### src/rtl/rng_pkg.sv
package rng_pkg;
  localparam int unsigned RNG_BYTE_W = 8;
  localparam int unsigned RNG_NBYTES = 2;
  localparam int unsigned RNG_WIDTH  = RNG_BYTE_W * RNG_NBYTES;
  // feedback positions 16,14,13,11 -> bits 15,13,12,10
  localparam logic [RNG_WIDTH-1:0] RNG_TAPS = 16'hB400;

  typedef struct packed {
    logic rd_lo;
    logic rd_hi;
    logic wr_lo;
    logic wr_hi;
  } host_acc_t;
endpackage

### src/rtl/rng_access_decode.sv
module rng_access_decode
  import rng_pkg::*;
#(
  parameter int unsigned NBYTES = RNG_NBYTES
) (
  input  host_acc_t         acc,
  input  logic              run_q,
  output logic              freeze,
  output logic              start,
  output logic              step_en,
  output logic [NBYTES-1:0] load_en
);
  logic any_acc;

  always_comb begin
    freeze   = acc.rd_lo | acc.rd_hi | acc.wr_hi;
    start    = acc.wr_lo & ~freeze;
    any_acc  = freeze | acc.wr_lo;
    step_en  = run_q & ~any_acc;
    load_en    = '0;
    load_en[0] = acc.wr_lo;
    load_en[NBYTES-1] = acc.wr_hi;
  end
endmodule

### src/rtl/rng_run_ctrl.sv
module rng_run_ctrl (
  input  logic clk,
  input  logic rst,
  input  logic freeze,
  input  logic start,
  output logic run_q
);
  always_ff @(posedge clk) begin
    if (rst)         run_q <= 1'b1;
    else if (freeze) run_q <= 1'b0;
    else if (start)  run_q <= 1'b1;
  end
endmodule

### src/rtl/rng_lfsr_core.sv
module rng_lfsr_core
  import rng_pkg::*;
#(
  parameter int unsigned BYTE_W = RNG_BYTE_W,
  parameter int unsigned NBYTES = RNG_NBYTES,
  parameter logic [BYTE_W*NBYTES-1:0] TAPS = RNG_TAPS
) (
  input  logic                       clk,
  input  logic                       rst,
  input  logic                       step_en,
  input  logic [NBYTES-1:0]          load_en,
  input  logic [BYTE_W-1:0]          wdata,
  output logic [BYTE_W*NBYTES-1:0]   word_q
);
  localparam int unsigned WIDTH = BYTE_W * NBYTES;

  logic [WIDTH-1:0]  nxt;
  logic              fb;
  logic [BYTE_W-1:0] lane_q [NBYTES];

  always_comb begin
    fb = ^(word_q & TAPS);
    if (word_q == '0) nxt = {{(WIDTH-1){1'b0}}, 1'b1};
    else              nxt = {word_q[WIDTH-2:0], fb};
  end

  for (genvar b = 0; b < NBYTES; b++) begin : g_lane
    always_ff @(posedge clk) begin
      if (rst)             lane_q[b] <= '0;
      else if (load_en[b]) lane_q[b] <= wdata;
      else if (step_en)    lane_q[b] <= nxt[b*BYTE_W +: BYTE_W];
    end
    assign word_q[b*BYTE_W +: BYTE_W] = lane_q[b];
  end
endmodule

### src/rtl/addr_rng_gen.sv
module addr_rng_gen
  import rng_pkg::*;
#(
  parameter int unsigned BYTE_W = RNG_BYTE_W,
  parameter logic [2*BYTE_W-1:0] TAPS = RNG_TAPS
) (
  input  logic              clk,
  input  logic              rst,
  input  logic              rd_lo,
  input  logic              rd_hi,
  input  logic              wr_lo,
  input  logic              wr_hi,
  input  logic [BYTE_W-1:0] wdata,
  output logic [BYTE_W-1:0] lo_byte,
  output logic [BYTE_W-1:0] hi_byte,
  output logic              running
);
  localparam int unsigned NBYTES = 2;
  localparam int unsigned WIDTH  = BYTE_W * NBYTES;

  host_acc_t         acc;
  logic              freeze, start, step_en, run_q;
  logic [NBYTES-1:0] load_en;
  logic [WIDTH-1:0]  word_q;

  assign acc = '{rd_lo: rd_lo, rd_hi: rd_hi, wr_lo: wr_lo, wr_hi: wr_hi};

  rng_access_decode #(.NBYTES(NBYTES)) u_dec (
    .acc(acc), .run_q(run_q), .freeze(freeze), .start(start),
    .step_en(step_en), .load_en(load_en)
  );

  rng_run_ctrl u_run (
    .clk(clk), .rst(rst), .freeze(freeze), .start(start), .run_q(run_q)
  );

  rng_lfsr_core #(.BYTE_W(BYTE_W), .NBYTES(NBYTES), .TAPS(TAPS)) u_core (
    .clk(clk), .rst(rst), .step_en(step_en), .load_en(load_en),
    .wdata(wdata), .word_q(word_q)
  );

  assign lo_byte = word_q[BYTE_W-1:0];
  assign hi_byte = word_q[WIDTH-1:BYTE_W];
  assign running = run_q;
endmodule

### config.mk
export PLATFORM = sky130hd
export DESIGN_NAME = addr_rng_gen
export DESIGN_NICKNAME = d
export VERILOG_FILES = /design/src/rtl/rng_pkg.sv /design/src/rtl/rng_access_decode.sv /design/src/rtl/rng_run_ctrl.sv /design/src/rtl/rng_lfsr_core.sv /design/src/rtl/addr_rng_gen.sv
export SDC_FILE = /design/constraint.sdc
export NUM_CORES = 1
export LEC_CHECK = 0
export ABC_AREA = 1
export ABC_CLOCK_PERIOD_IN_PS = 1500
export BUFFER_PORTS_ARGS = -buffer_cell sky130_fd_sc_hd__buf_2
export CAP_MARGIN = 5
export CORE_MARGIN = 1
export CORE_UTILIZATION = 44
export DETAILED_ROUTE_END_ITERATION = 7
export PLACE_DENSITY_LB_ADDON = 0.2
export SKIP_LAST_GASP = 1
export SYNTH_ARGS = -nofsm -noshare
export SYNTH_HDL_FRONTEND = slang
export SYNTH_SLANG_ARGS = --single-unit
### constraint.sdc
create_clock -name clk -period 1.5 [get_ports clk]
set_clock_uncertainty 0.15 [all_clocks]
set_input_delay 0.15 -clock clk [delete_from_list [all_inputs] [get_ports clk]]
set_output_delay 0.15 -clock clk [all_outputs]
set_load 0.02 [all_outputs]
== Yosys cells after proc, flatten, opt, wreduce, memory -nomap -nowiden ==
Memory sizes are Yosys's and may differ from the RTL's.
Cells that the tools add are included.

* Register bits: 1
* RAM bits: 16
* Bits of input ports: 14
* Output and inout port bits: 17
* Word-level logic and storage cells: 38
* Memories: 1

{| class="wikitable"
|+ Memories
! memory !! depth !! width !! read ports !! clocked after Yosys merged registers in !! write ports !! RTL line !! source
|-
| u_core.lane_q || 2 || 8 || 2 || 0 || 2 || rng_lfsr_core.sv:19 || <nowiki>logic [BYTE_W-1:0] lane_q [NBYTES];</nowiki>
|}

* Multiplexer cells: 22
* Bitwise operators: 11
* Reductions and logical operators: 3

{| class="wikitable"
|+ Operators with widths
! operator !! count
|-
| $mux W8 || 4
|-
| $mux W1 || 17
|-
| $logic_not A16 Y1 || 1
|-
| $mux W16 || 1
|-
| $reduce_xor A16 Y1 || 1
|-
| $or A1 B1 Y1 || 7
|-
| $and A1 B1 Y1 || 2
|-
| $not A1 Y1 || 2
|-
| $reduce_bool A2 Y1 || 1
|}

== Longest topological paths before layout ==
* Depth in word-level cells: 10
* Depth in mapped cells: 9
* Mapped depth without buffers: 9

== Modules after synthesis ==
From an unflattened synthesis, not the netlist that was laid out.

* Cell total of the unflattened synthesis: 103
* Area, all modules: 923.4 µm²

{| class="wikitable"
|+ Modules (own cells, without submodules)
! module !! instances !! cells each !! area each (µm²) !! sequential area each (µm²)
|-
| rng_lfsr_core || 1 || 89 || 840.8 || 480.5
|-
| rng_access_decode || 1 || 9 || 46.3 || 0.0
|-
| rng_run_ctrl || 1 || 5 || 36.3 || 20.0
|}

== Worst setup path before layout ==
Ideal clock, no wire load.

* Path type: register to register
* Start point: memory u_core.lane_q[1][4] in the netlist's numbering
* End point: memory u_core.lane_q[0][0] in the netlist's numbering (data pin)
* Setup time: 252 ps
* Data arrival time: 1,340 ps
* Data required time: 1,098 ps
* Setup slack: -242 ps
* Cell stages (with the launch flop): 9
* Path buffers: 0
* Period minus slack after synthesis: 1,742 ps
* Path through: edfxtp_1 > inv_1 > ha_1 > inv_1 > or2_2 > nand3_1 > nand3_1 > nand2_1 > nand2_1

{| class="wikitable"
|+ RTL lines
! what !! RTL line
|-
| start: declaration || rng_lfsr_core.sv:19
|}

==> qor.csv <==
stage,metric,value,unit
cells_and_area,share of layout cells above drive strength 1,43.8,%
cells_and_area,design area,1220,µm²
placed_design,Placed Area,1130,µm²
setup_path,critical path type,reg2reg,
yosys,Synthesis Warnings,0,
cells_and_area,post-route insts no fill,173,
sta,Fin Hold WS,9.05,ps
route,vias post-DR,829,
floorplanning,I/O pin cnt,31,
route,drt pass-1 iters,4,
cells_and_area,Layout area overhead,31.9,%
yosys,synthesized area,926,µm²
setup_path,CP top delay family,simple AND/OR/NAND/NOR gates,
min_path,min-delay worst type,in2reg,
setup_path,"Buf+Inv Stages, Crit Path",2,
global_routing,All-Layer GR Usage,21.2,%
sta,fin crit share,103,%
power_and_ir_drop,power per standard cell area,866,nW/µm²
placed_design,GP Congestion,0.811,
power_and_ir_drop,overall power,1.06,mW
global_routing,largest net degree at the start of global routing,10,
power_and_ir_drop,Leak,0.576,nW
floorplanning,core box area,1960,µm²
sta,final setup TNS,-52.3,ps
route,DRC violations left,0,
yosys,ys flop type,edfxtp_1,
global_routing,grt ovf,0,
yosys,#FFs+latches synth,17,
floorplanning,Die W,47.9,µm
yosys,Post-synth EDFFs,16,
global_routing,first-pass GRT wire length,3230,µm
global_routing,initial antenna violation count,0,
clock_network,CTS tree,yes,
setup_path,worst stage delay on the critical path,370,ps
setup_path,critical path cell sequence,"inv_2, ha_4, inv_2, or2_4, nand3_2, nand3_2, nand2_1, nand2_1",
setup_path,Worst path slowest cell,edfxtp_1,
setup_path,Crit. End Element,flop,
clock_network,Worst-Skew Late Latency,290,ps
cells_and_area,n_diodes,0,
route,Antenna Nets Post-Route,0,
clock_network,TritonCTS Buffers,3,
route,DR iter-0 viols,25,
cells_and_area,post-layout util,62.2,%
yosys,part of the Yosys area used for sequential elements,54.1,%
sta,Worst-Margin Slew,289,ps
cells_and_area,Final #Nets,162,
run,Max-cap violations,0,
route,Vias/cell,4.79,
sta,unrepaired setup endpoints after global routing,true,
setup_path,Worst EP required,1410,ps
setup_path,CP Launch Type,flop,
placed_design,# port buffers,30,
placed_design,pre-CTS WS,-56.3,ps
status,failing checks,setup timing,
clock_network,clock tree buffer depth,2,
floorplanning,die height,47.9,µm
sta,Setup Viol. Count Final,1,
yosys,Post-Syn Nets,120,
yosys,top post-synthesis cells by count,"37 x nand2_1, 16 x edfxtp_1, 12 x nor2_1, 8 x o21ai_0, 7 x inv_1",
clock_network,root buffer cell,clkbuf_4,
yosys,most common cell in the netlist,nand2_1,
sta,Final Worst Setup Slack,-52.3,ps
floorplanning,Initial Util,47.2,%
yosys,post-synth cell types,21,
clock_network,H-tree depth,1,
status,status,"complete, but fails checks",
floorplanning,die area,2290,µm²
power_and_ir_drop,maximum vdd drop,0.000463,V
floorplanning,Core Rows,16,
yosys,Area contributors post-synth,"edfxtp_1 52%, nand2_1 15%, nor2_1 4.9%",
yosys,Cells after Synth,105,
sta,Worst slew margin,80.7,%
sta,fmax,0.644,GHz
placed_design,dpl cells,165,
setup_path,Crit Path Max Fanout,2,
yosys,async set-reset flop share out of synthesis,0,%
setup_path,Worst EP arrival,1460,ps
sta,min Tclk post-route,1550,ps
global_routing,vias in the first global route,770,
yosys,Syn Area/Cell,8.82,µm²
placed_design,hpwl dp,1580,µm
sta,final max-slew violation count,0,
yosys,cell taking the most area after synthesis,edfxtp_1,
route,routed wire length,2090,µm
clock_network,Worst-path clk slew,100,ps
setup_path,Worst R2R Setup Slack,-50,ps
clock_network,CTS sink cnt,17,
sta,Final Hold Fails,0,
route,routed len/inst,12.1,µm
yosys,post-synth top area share,51.9,%
-- power breakdown --
part	internal [mW]	leakage (nW)	switching (mW)
Clock	0.103	0.0150	0.144
Combinational	0.0893	0.378	0.136
Sequential	0.558	0.183	0.0259
-- sequential cells by signal, summed over array words and instances (netlist names) --
name / count
u_core.lane_q: 16
u_run.run_q: 1
-- cells in the final DEF (no fill, tap or decap), drive strengths merged --
master       netlist  layout
inv               10      10
clkinv             1       1
nor2              15      15
buf                2      37
a21oi              8       8
ha                 1       1
o21ai              8       8
a22oi              1       1
or2                1       1
nand3              2       2
dlygate4sd3        0       2
edfxtp            16      16
clkbuf             0       4
dfxtp              1       1
nand2             39      39
-- metal layers --
metal	vias to the layer above	global-route usage (%)	share of wire (%)
met3	6	3.40	2.8
met5	-	0	0
li1	421	-	-
met1	379	27.7	45
met4	0	11.1	2.2
met2	23	33.8	50
-- layout make-up --
| type | instances | area [µm²] |
|---|---|---|
| timing repair buffer | 39 | 223 |
| tap | 27 | 33.8 |
| inverter | 11 | 47.5 |
| sequential | 17 | 502 |
| clock buffer | 4 | 26.3 |
| fill | 188 | 741 |
| multi-input combinational | 75 | 389 |
-- final timing paths --
kind                                     startpoint             endpoint  depth (start not counted)
worst max register to register  u_core.lane_q[1][4]  u_core.lane_q[0][0]                          8
worst max-delay path            u_core.lane_q[1][4]  u_core.lane_q[0][0]                          8
worst min-delay path                          rd_lo          u_run.run_q                          4
worst min register to register  u_core.lane_q[0][3]  u_core.lane_q[0][4]                          2
-- worst min-delay path: stages --
cell and delay (ps):
buf_2 80, nor2_1 30, nand2_1 80, o21ai_0 80
-- logic make-up (layout without fill, tap and decap cells) --
logic type	count (synthesis)	after routing	share of synthesized area (%)
simple gates	57	57	26.1
fa+ha+maj	1	1	1.35
flops	17	17	54.1
compound gates	17	17	10.8
buf+inv	13	54	7.70
-- repair_timing --
action | 4_1_cts | 5_1_grt
setup buffers | 2 | 0
resized for setup | 3 | 4
pin swaps | 1 | 6
setup endpoints to repair | 1 | 11
hold buffers | 2 | 0
endpoints found under the hold margin | 1 | 0
Note: power is estimated with default switching activity, not from simulation.
